==> config.mk <==
export PLATFORM = sky130hd
export DESIGN_NAME = rtc_regfront
export DESIGN_NICKNAME = d
export VERILOG_FILES = /design/src/rtl/rtc_pkg.sv /design/src/rtl/rtc_decode.sv /design/src/rtl/rtc_ctrl.sv /design/src/rtl/rtc_hold.sv /design/src/rtl/rtc_rdmux.sv /design/src/rtl/rtc_regfront.sv
export SDC_FILE = /design/constraint.sdc
export NUM_CORES = 1
export LEC_CHECK = 0
export ABC_AREA = 1
export CELL_PAD_IN_SITES_DETAIL_PLACEMENT = 1
export CELL_PAD_IN_SITES_GLOBAL_PLACEMENT = 2
export CORE_UTILIZATION = 23
export CTS_CLUSTER_DIAMETER = 120
export DETAILED_ROUTE_END_ITERATION = 8
export PLACE_DENSITY = 0.93
export SKIP_LAST_GASP = 1
export SLEW_MARGIN = 0
export SYNTH_ARGS = -nofsm -noshare
export SYNTH_HDL_FRONTEND = slang
export SYNTH_SLANG_ARGS = --single-unit
==> constraint.sdc <==
create_clock -name clk -period 4.3 [get_ports clk]
set_input_delay 0.43 -clock clk [delete_from_list [all_inputs] [get_ports clk]]
set_output_delay 0.43 -clock clk [all_outputs]
set_load 0.01 [all_outputs]
==> src/rtl/rtc_pkg.sv <==
package rtc_pkg;
    localparam int DATA_W = 8;
    localparam int NREG   = 8;
    localparam int IDX_W  = $clog2(NREG);
    localparam int BUS_W  = NREG * DATA_W;

    typedef enum logic [IDX_W-1:0] {
        IX_CENT = 3'd0,
        IX_SEC  = 3'd1,
        IX_MIN  = 3'd2,
        IX_HOUR = 3'd3,
        IX_DAY  = 3'd4,
        IX_DATE = 3'd5,
        IX_MON  = 3'd6,
        IX_YEAR = 3'd7
    } reg_idx_e;

    typedef struct packed {
        logic wr_halt;
        logic rd_halt;
        logic osc_stop;
        logic ftest;
    } ctrl_t;

    typedef struct packed {
        logic                req;
        logic                wr;
        reg_idx_e            idx;
        logic [DATA_W-1:0]   data;
    } bus_req_t;

    function automatic logic [DATA_W-1:0] field_mask(input reg_idx_e i);
        case (i)
            IX_CENT: return 8'h3F;
            IX_SEC:  return 8'h7F;
            IX_MIN:  return 8'h7F;
            IX_HOUR: return 8'h3F;
            IX_DAY:  return 8'h07;
            IX_DATE: return 8'h3F;
            IX_MON:  return 8'h1F;
            default: return 8'hFF;
        endcase
    endfunction

    function automatic logic [BUS_W-1:0] all_masks();
        logic [BUS_W-1:0] m;
        for (int k = 0; k < NREG; k++)
            m[k*DATA_W +: DATA_W] = field_mask(reg_idx_e'(k));
        return m;
    endfunction
endpackage

==> src/rtl/rtc_decode.sv <==
module rtc_decode
    import rtc_pkg::*;
#(
    parameter int ADDR_W = 15
) (
    input  logic              cs,
    input  logic              wr,
    input  logic              rd,
    input  logic [ADDR_W-1:0] addr,
    input  logic [DATA_W-1:0] wdata,
    output logic              hit,
    output logic              rd_req,
    output bus_req_t          rq
);
    localparam int HI_W = ADDR_W - IDX_W;

    always_comb begin
        hit     = &addr[ADDR_W-1:IDX_W];
        rq.req  = cs && hit && (wr || rd);
        rq.wr   = wr;
        rq.idx  = reg_idx_e'(addr[IDX_W-1:0]);
        rq.data = wdata;
        rd_req  = cs && hit && rd && !wr;
    end

    initial begin
        assert (HI_W >= 1) else $error("address too narrow for clock window");
    end
endmodule

==> src/rtl/rtc_ctrl.sv <==
module rtc_ctrl
    import rtc_pkg::*;
(
    input  logic     clk,
    input  logic     rst,
    input  bus_req_t rq,
    output ctrl_t    ctl,
    output logic     load_p
);
    logic wr_en;
    assign wr_en = rq.req && rq.wr;

    always_ff @(posedge clk) begin
        if (rst) begin
            ctl    <= '0;
            load_p <= 1'b0;
        end else begin
            load_p <= 1'b0;
            if (wr_en) begin
                case (rq.idx)
                    IX_CENT: begin
                        ctl.wr_halt <= rq.data[7];
                        ctl.rd_halt <= rq.data[6];
                        load_p      <= ctl.wr_halt && !rq.data[7];
                    end
                    IX_SEC:  ctl.osc_stop <= rq.data[7];
                    IX_DAY:  ctl.ftest    <= rq.data[6];
                    default: ;
                endcase
            end
        end
    end

    // a load pulse only follows the write bit falling
    assert_load_on_release_R7: assert property (@(posedge clk) disable iff (rst)
        load_p |-> ($past(ctl.wr_halt) && !ctl.wr_halt));

    // the load pulse lasts a single cycle
    assert_load_single_R7: assert property (@(posedge clk) disable iff (rst)
        load_p |=> !load_p);
endmodule

==> src/rtl/rtc_hold.sv <==
module rtc_hold
    import rtc_pkg::*;
(
    input  logic             clk,
    input  logic             rst,
    input  bus_req_t         rq,
    input  logic             tick,
    input  logic             freeze,
    input  logic             load_p,
    input  logic [BUS_W-1:0] snap,
    output logic [BUS_W-1:0] hold
);
    localparam logic [BUS_W-1:0] MASKS = all_masks();

    logic copy_en;
    logic wr_en;
    assign copy_en = tick && !freeze && !load_p;
    assign wr_en   = rq.req && rq.wr;

    for (genvar i = 0; i < NREG; i++) begin : g_fld
        localparam logic [DATA_W-1:0] M = field_mask(reg_idx_e'(i));
        always_ff @(posedge clk) begin
            if (rst)
                hold[i*DATA_W +: DATA_W] <= '0;
            else if (wr_en && rq.idx == reg_idx_e'(i))
                hold[i*DATA_W +: DATA_W] <= rq.data & M;
            else if (copy_en)
                hold[i*DATA_W +: DATA_W] <= snap[i*DATA_W +: DATA_W] & M;
        end
    end

    // while halted and not written, the holding bytes do not move
    assert_frozen_R5: assert property (@(posedge clk) disable iff (rst)
        (freeze && !wr_en) |=> $stable(hold));

    // an uncontested tick captures the whole masked snapshot
    assert_snapshot_R4: assert property (@(posedge clk) disable iff (rst)
        (tick && !freeze && !load_p && !wr_en) |=> hold == ($past(snap) & MASKS));
endmodule

==> src/rtl/rtc_rdmux.sv <==
module rtc_rdmux
    import rtc_pkg::*;
(
    input  logic              clk,
    input  logic              rst,
    input  logic              rd_req,
    input  reg_idx_e          idx,
    input  logic [BUS_W-1:0]  hold,
    input  ctrl_t             ctl,
    input  logic              batt_ok,
    input  logic              sq512,
    output logic [DATA_W-1:0] rdata
);
    logic [DATA_W-1:0] byte_sel;
    logic [DATA_W-1:0] fld;
    logic              sec_lsb;

    always_comb begin
        fld     = hold[idx*DATA_W +: DATA_W];
        sec_lsb = (ctl.ftest && !ctl.osc_stop) ? sq512 : fld[0];
        case (idx)
            IX_CENT: byte_sel = {ctl.wr_halt, ctl.rd_halt, fld[5:0]};
            IX_SEC:  byte_sel = {ctl.osc_stop, fld[6:1], sec_lsb};
            IX_DAY:  byte_sel = {batt_ok, ctl.ftest, 3'b000, fld[2:0]};
            default: byte_sel = fld;
        endcase
    end

    always_ff @(posedge clk) begin
        if (rst)         rdata <= '0;
        else if (rd_req) rdata <= byte_sel;
        else             rdata <= '0;
    end
endmodule

==> src/rtl/rtc_regfront.sv <==
module rtc_regfront
    import rtc_pkg::*;
#(
    parameter int ADDR_W = 15
) (
    input  logic              clk,
    input  logic              rst,
    input  logic              cs_i,
    input  logic              wr_i,
    input  logic              rd_i,
    input  logic [ADDR_W-1:0] addr_i,
    input  logic [7:0]        wdata_i,
    output logic [7:0]        rdata_o,
    output logic              hit_o,
    input  logic              tick_1s_i,
    input  logic              sq512_i,
    input  logic              batt_ok_i,
    input  logic [63:0]       cnt_snap_i,
    output logic              cnt_load_o,
    output logic [63:0]       cnt_load_val_o,
    output logic              osc_halt_o,
    output logic              ftest_o
);
    bus_req_t         rq;
    ctrl_t            ctl;
    logic             rd_req;
    logic             load_p;
    logic [BUS_W-1:0] hold;

    rtc_decode #(.ADDR_W(ADDR_W)) u_dec (
        .cs(cs_i), .wr(wr_i), .rd(rd_i), .addr(addr_i), .wdata(wdata_i),
        .hit(hit_o), .rd_req(rd_req), .rq(rq)
    );

    rtc_ctrl u_ctrl (
        .clk(clk), .rst(rst), .rq(rq), .ctl(ctl), .load_p(load_p)
    );

    rtc_hold u_hold (
        .clk(clk), .rst(rst), .rq(rq), .tick(tick_1s_i),
        .freeze(ctl.wr_halt || ctl.rd_halt), .load_p(load_p),
        .snap(cnt_snap_i), .hold(hold)
    );

    rtc_rdmux u_rd (
        .clk(clk), .rst(rst), .rd_req(rd_req), .idx(rq.idx), .hold(hold),
        .ctl(ctl), .batt_ok(batt_ok_i), .sq512(sq512_i), .rdata(rdata_o)
    );

    assign cnt_load_o     = load_p;
    assign cnt_load_val_o = hold;
    assign osc_halt_o     = ctl.osc_stop;
    assign ftest_o        = ctl.ftest;

    // no clock read means a zero data bus next cycle
    assert_miss_zero_R2: assert property (@(posedge clk) disable iff (rst)
        !(cs_i && rd_i && !wr_i && hit_o) |=> rdata_o == 8'h00);

    // the battery flag follows the input, not the stored byte
    assert_batt_flag_R8: assert property (@(posedge clk) disable iff (rst)
        (cs_i && rd_i && !wr_i && hit_o && addr_i[2:0] == 3'd4)
        |=> rdata_o[7] == $past(batt_ok_i));
endmodule

==> metrics.yaml, run 1 <==
cts_root_buf: "clkbuf_16"
cellLeakagePower_nw: 2.168
multi_input_area_um2: 2128
hold_path_class: "reg2reg"
final.setup_skew_ns: 0.007817
r2r-start: "u_ctrl.ctl[3]$_SDFFE_PP0P_"
clock.fmax_mhz: 368.9
grt_pass1_wl_um: 24650
drive_gt1_share_pct: 6.716
fin_crit_sh_pct: 63.04
insertion_delay_ns: 0.33
die_h_um: 128.5
initialDrtViolationCount: 256
fillers: 1955
rows: 45
clockBufferDepth: 2
dr.pass1.iters: 4
tightest_slew_ns: 1.116
cp_max_fo: 15
design.core.area_um2: 15430
end_kind: "flip-flop"
maxCapViolCount: 0
irDropWorstVdd_uv: 179.6
fin_area_um2: 5434
regArea_um2: 1221
post_dp_cell_area_um2: 5099
power_density_nw_per_um2: 316.7
mappedNetlistArea_um2: 3679
vias_per_cell: 4.922
slew_headroom_pct: 25.57
drv_slew: 0
worst_ep_required_time_ns: 4.54
hold_buffers: 0
ys_types: 31
grt_use_total_pct: 19.27
whs_ns: 0.5030
ys_ff_latch: 61
synth_top_cell_by_area: "dfxtp_1"
drc: 0
rsz0062_at_grt: "no"
synth_top_area_share_pct: 33.20
critPathLaunchType: "input pin"
grt_pass1_vias: 4544
ioPinCount: 171
min_period_ns: 2.711
die_area_um2: 16500
cts-buffers-inserted: 9
crit_path_start: "addr_i[0]"
hpwl_um: 11540
status: "complete, no violations"
grt_max_degree: 55
drtAntennaViolNets: 0
syn_area_per_cell_um2: 6.664
fin_tns_setup_ns: 0
ctsResizeCount: 0
worstHoldStart: "u_ctrl.ctl[2]$_SDFFE_PP0P_"
wl_per_cell_um: 18.01
clk_pin_slew_ns: 0.05
num_vias: 4336
grt_antenna_before_repair: 0
finalWorstSetupSlack_ns: 1.589
synth_warnings: 0
diodes: 0
num-nets-final: 760
p_total_mw: 1.721
hold_violations: 0
yosysSeqAreaShare_pct: 33.20
area_delta_synth_final_pct: 47.72
postSynthCellCount: 552
finalSetupViolCount: 0
cts_tree: "done"
start_util_pct: 23.84
drt_wl_total_um: 15870
clkSinkCount: 61
die_width_um: 128.5
place.gp.congestion: 0.8688
grt_overflow: 0
critPathArrivalTime_ns: 2.95
cts_max_level: 3
pre_cts_slack_ns: 1.274
post_cts_buffers: 0
critPathKind: "in2reg"
synth_area_leaders: "dfxtp_1 (33%), nand2_1 (21%), nand4_1 (10%)"
portBuffers: 138
-- through the flow --
| stage | utilization (%) | std cells |
|---|---|---|
| 2_1_floorplan | - | 567 |
| 3_3_place_gp | 33.05 | 865 |
| 3_5_place_dp | 33.05 | 865 |
| 4_1_cts | 35.22 | 881 |
| 5_1_grt | 35.22 | 881 |
| 6_report | 35.22 | 881 |
-- final cells by class --
| type | count | area share (%) |
|---|---|---|
| multi-input cells | 431 | 39.17 |
| repair buffers | 143 | 25.93 |
| flip-flops and latches | 61 | 22.47 |
| well taps | 211 | 4.858 |
| clock buffers | 11 | 4.651 |
| clock inverters | 5 | 1.520 |
| inverters | 19 | 1.405 |
-- synth_stat cells --
library cell / count
o211ai_1: 1
a31oi_1: 2
nor2_8: 3
nand2_1: 208
nor4_2: 1
nand4_2: 4
a22oi_1: 6
a21oi_1: 55
buf_1: 1
clkbuf_1: 16
nor2_1: 8
buf_2: 19
buf_4: 17
nand4_1: 60
inv_4: 2
a41oi_1: 2
clkinv_1: 2
a21oi_2: 1
nand4_4: 2
nand3_1: 52
clkbuf_2: 1
inv_2: 2
nand3b_1: 1
nor3b_1: 1
and3_1: 1
dfxtp_1: 61
nor2_2: 3
inv_1: 13
buf_6: 2
conb_1: 1
nor2_4: 4
-- worst max-delay path, stage by stage --
cell	delay (ns)
clkdlybuf4s50_1	0.54
nor2_4	0.33
inv_2	0.07
nor2_1	0.61
nand4_2	0.50
nand2_1	0.23
nand2_1	0.09
a21oi_1	0.14
-- sequential cells by signal (all words and copies together), names as in the netlist --
register,count
u_ctrl.load_p,1
u_hold.hold,48
u_ctrl.ctl,4
u_rd.rdata,8
-- final timing paths --
check,to,slack [ns],cells after the start
hold reg to reg,u_ctrl.ctl[2]$_SDFFE_PP0P_,0.50,2
hold / removal,u_ctrl.ctl[2]$_SDFFE_PP0P_,0.50,2
setup reg to reg,u_hold.hold[28]$_SDFFE_PP0P_,2.29,6
setup / recovery,u_hold.hold[1]$_SDFFE_PP0P_,1.59,8
-- report_power, final --
| part | internal [mW] | leakage, nW | switching [mW] |
|---|---|---|---|
| clock network | 0.539 | 0.154 | 0.273 |
| logic | 0.138 | 1.51 | 0.154 |
| registers | 0.590 | 0.500 | 0.0263 |
-- placed cells by master (no fill, tap or decap) --
master | netlist | layout
a31oi_1 | 2 | 2
nand3_1 | 52 | 52
nand2_1 | 208 | 208
nor2_1 | 8 | 8
o211ai_1 | 1 | 1
nand4_2 | 4 | 4
inv_2 | 2 | 2
nor4_2 | 1 | 1
bufinv_16 | 0 | 2
nor2_8 | 3 | 3
inv_4 | 2 | 2
nand4_4 | 2 | 2
clkdlybuf4s50_1 | 0 | 136
and3_1 | 1 | 1
dfxtp_1 | 61 | 61
inv_1 | 13 | 13
clkinvlp_4 | 0 | 3
nor2_4 | 4 | 5
clkbuf_16 | 0 | 9
nand4_1 | 60 | 60
clkbuf_8 | 0 | 2
buf_4 | 17 | 5
a21oi_2 | 1 | 1
clkinv_1 | 2 | 2
a41oi_1 | 2 | 2
nor3b_1 | 1 | 1
conb_1 | 1 | 16
a21oi_1 | 55 | 55
nand3b_1 | 1 | 1
buf_2 | 19 | 2
a22oi_1 | 6 | 6
nor2_2 | 3 | 2
-- per-layer routing --
| metal | vias up | wire length (µm) | part of all wire, % | track usage, % |
|---|---|---|---|---|
| met4 | 0 | 410 | 2.6 | 7.336 |
| met1 | 2076 | 6792 | 43 | 23.41 |
| li1 | 2079 | - | - | - |
| met2 | 150 | 7607 | 48 | 33.04 |
| met3 | 31 | 1061 | 6.7 | 4.366 |
| met5 | - | 0 | 0 | 0 |
-- cells by family after synthesis --
| kind of cell | Yosys count | share of synthesized area (%) |
|---|---|---|
| AOI/OAI and AO/OA | 67 | 9.966 |
| and+or+nand+nor | 348 | 46.12 |
| DFF | 61 | 33.20 |
| other | 1 | 0.1019 |
| buffers and inverters | 75 | 10.61 |
Power figures use the tool's default switching activity.
==> run 2: changes to the inputs <==
Settings changed: CORE_UTILIZATION 23 to 19, PLACE_DENSITY 0.93 to 0.82.
Clock period 4.3 ns to 2.3 ns, I/O delays scaled along.
==> run 2 against run 1 <==
  * Critical endpoint is now hit_o
  * Flip-flop and latch count is the same
  * First-iteration DRC count is 2.7% higher
  * Utilization shrank 5.4 points
  * Critical path depth down 2
  * Register-to-register slack worse by 1.6 ns
  * Clock skew about the same
  * Sequential share of layout area is 0.71 points lower
  * Non-clock buffer count up 18
  * Via count fell by 2.3%
  * Sequential power is 86% higher
==> metrics.yaml, run 2 (synthesis results as in run 1) <==
swShare_pct: 28.65
final_util_pct: 29.79
multi_input_area_um2: 2128
gr-usage-met3_pct: 3.635
cts_max_level: 3
hold_violations: 0
hpwl_um: 12160
fin_crit_sh_pct: 90.61
fin_tns_setup_ns: 0
grt_max_degree: 54
cts_tree: "done"
clkSinkCount: 61
wl_per_cell_um: 17.10
grt_pass1_vias: 4140
clock.fmax_mhz: 479.8
final_common_cell: "nand2_1"
finalSetupViolCount: 0
reg2reg_to: "u_hold.hold[32]$_SDFFE_PP0P_"
grt_overflow: 0
hold_buffers: 0
ioPinCount: 171
top_regs: "u_hold.hold (48), u_rd.rdata (8), u_ctrl.ctl (4)"
hold_path_class: "in2reg"
drtAntennaViolNets: 0
met1_usage_pct: 21.75
worst_ep_required_time_ns: 2.07
clockPowerShare_pct: 43.3
pre_cts_slack_ns: 0.1465
final-instance-count-excl-fill: 949
worstHoldStart: "rst"
rsz0062_at_grt: "no"
design.core.area_um2: 18830
clockBufferDepth: 2
largest_reg_flops: 48
p_total_mw: 3.033
combPwrFrac_pct: 18.6
clk_pin_slew_ns: 0.06
vias_per_cell: 4.465
drt_wl_total_um: 16230
rows: 50
place.gp.congestion: 0.8131
dpl.cell_count: 932
final_cell_mix: "nand2_1 (208), clkdlybuf4s50_1 (136), dfxtp_1 (61)"
tightest_slew_ns: 0.6487
final.setup_skew_ns: 0.007393
initialDrtViolationCount: 263
min_to: "u_rd.rdata[0]$_SDFF_PP0_"
cellLeakagePower_nw: 2.238
critPathKind: "in2out"
start_util_pct: 19.53
die_width_um: 141.1
drv_slew: 0
end_kind: "output pin"
regArea_um2: 1221
finalWorstSetupSlack_ns: 0.2160
fin_area_um2: 5610
portBuffers: 138
die_h_um: 141.1
post_dp_cell_area_um2: 5320
r2r_cells: 7
largest-register: "u_hold.hold"
critPathLaunchType: "input pin"
die_area_um2: 19920
drc: 0
p_seq_share_pct: 38.1
area_delta_synth_final_pct: 52.52
fillers: 2327
ff2ff_setup_slack_ns: 0.66
cp_max_fo: 9
slew_headroom_pct: 56.75
num_vias: 4237
maxCapViolCount: 0
grt_use_total_pct: 16.32
drive_gt1_share_pct: 9.157
p_sw_mw: 0.8691
insertion_delay_ns: 0.34
post_cts_buffers: 0
grt_antenna_before_repair: 1
grt_use_met2_pct: 26.08
whs_ns: 0.2770
critPathArrivalTime_ns: 1.85
min_period_ns: 2.084
cts_root_buf: "clkbuf_16"
r2r-start: "u_ctrl.ctl[2]$_SDFFE_PP0P_"
num-nets-final: 778
holdPathStages: 4
irDropWorstVdd_uv: 367.5
grt_pass1_wl_um: 24370
power_density_nw_per_um2: 540.6
intPower_mw: 2.164
ctsResizeCount: 0
cts-buffers-inserted: 9
top_usage_layer: "met2"
status: "complete, no violations"
dr.pass1.iters: 4
-- run 2: routing by layer --
layer / share of wire [%] / routed length (µm) / up-vias
met2: 45 / 7321 / 135
met5: 0 / 0 / -
met3: 6.5 / 1062 / 15
met4: 1.2 / 193 / 0
li1: - / - / 2117
met1: 47 / 7655 / 1970
-- run 2: layout make-up --
type,count,share of cell area (%)
diodes,1,0.04460
clock buffers,11,4.505
clock inverters,5,0.6244
inverters,19,1.360
multi-input cells,431,37.93
flip-flops and latches,61,21.77
well taps,260,5.798
repair buffers,161,27.97
-- run 2: power by group through the flow --
stage | logic, mW | registers, mW | clock network (mW)
2_1_floorplan | 0.245 | 1.18 | 0
3_3_place_gp | 0.563 | 1.18 | 0
6_report | 0.565 | 1.15 | 1.31
4_1_cts | 0.570 | 1.15 | 1.33
5_1_grt | 0.612 | 1.16 | 1.39
3_5_place_dp | 0.567 | 1.18 | 0
-- run 2: critical path, cell delays in order --
cell	delay [ns]
clkdlybuf4s50_1	0.45
nand2_1	0.06
nor2_1	0.14
nand2_1	0.15
nor2_8	0.24
clkdlybuf4s50_1	0.59
-- run 2: worst max-delay path by stage --
| stage | from | end | slack [ns] |
|---|---|---|---|
| final | addr_i[3] | hit_o | 0.22 |
| after global routing | addr_i[11] | hit_o | 0.08 |
| after CTS | addr_i[3] | hit_o | 0.19 |
| after detailed placement | addr_i[12] | u_hold.hold[2]$_SDFFE_PP0P_ | 0.15 |
| after global placement | addr_i[3] | u_hold.hold[2]$_SDFFE_PP0P_ | 0.14 |
| after floorplan | addr_i[2] | u_hold.hold[44]$_SDFFE_PP0P_ | 0.94 |
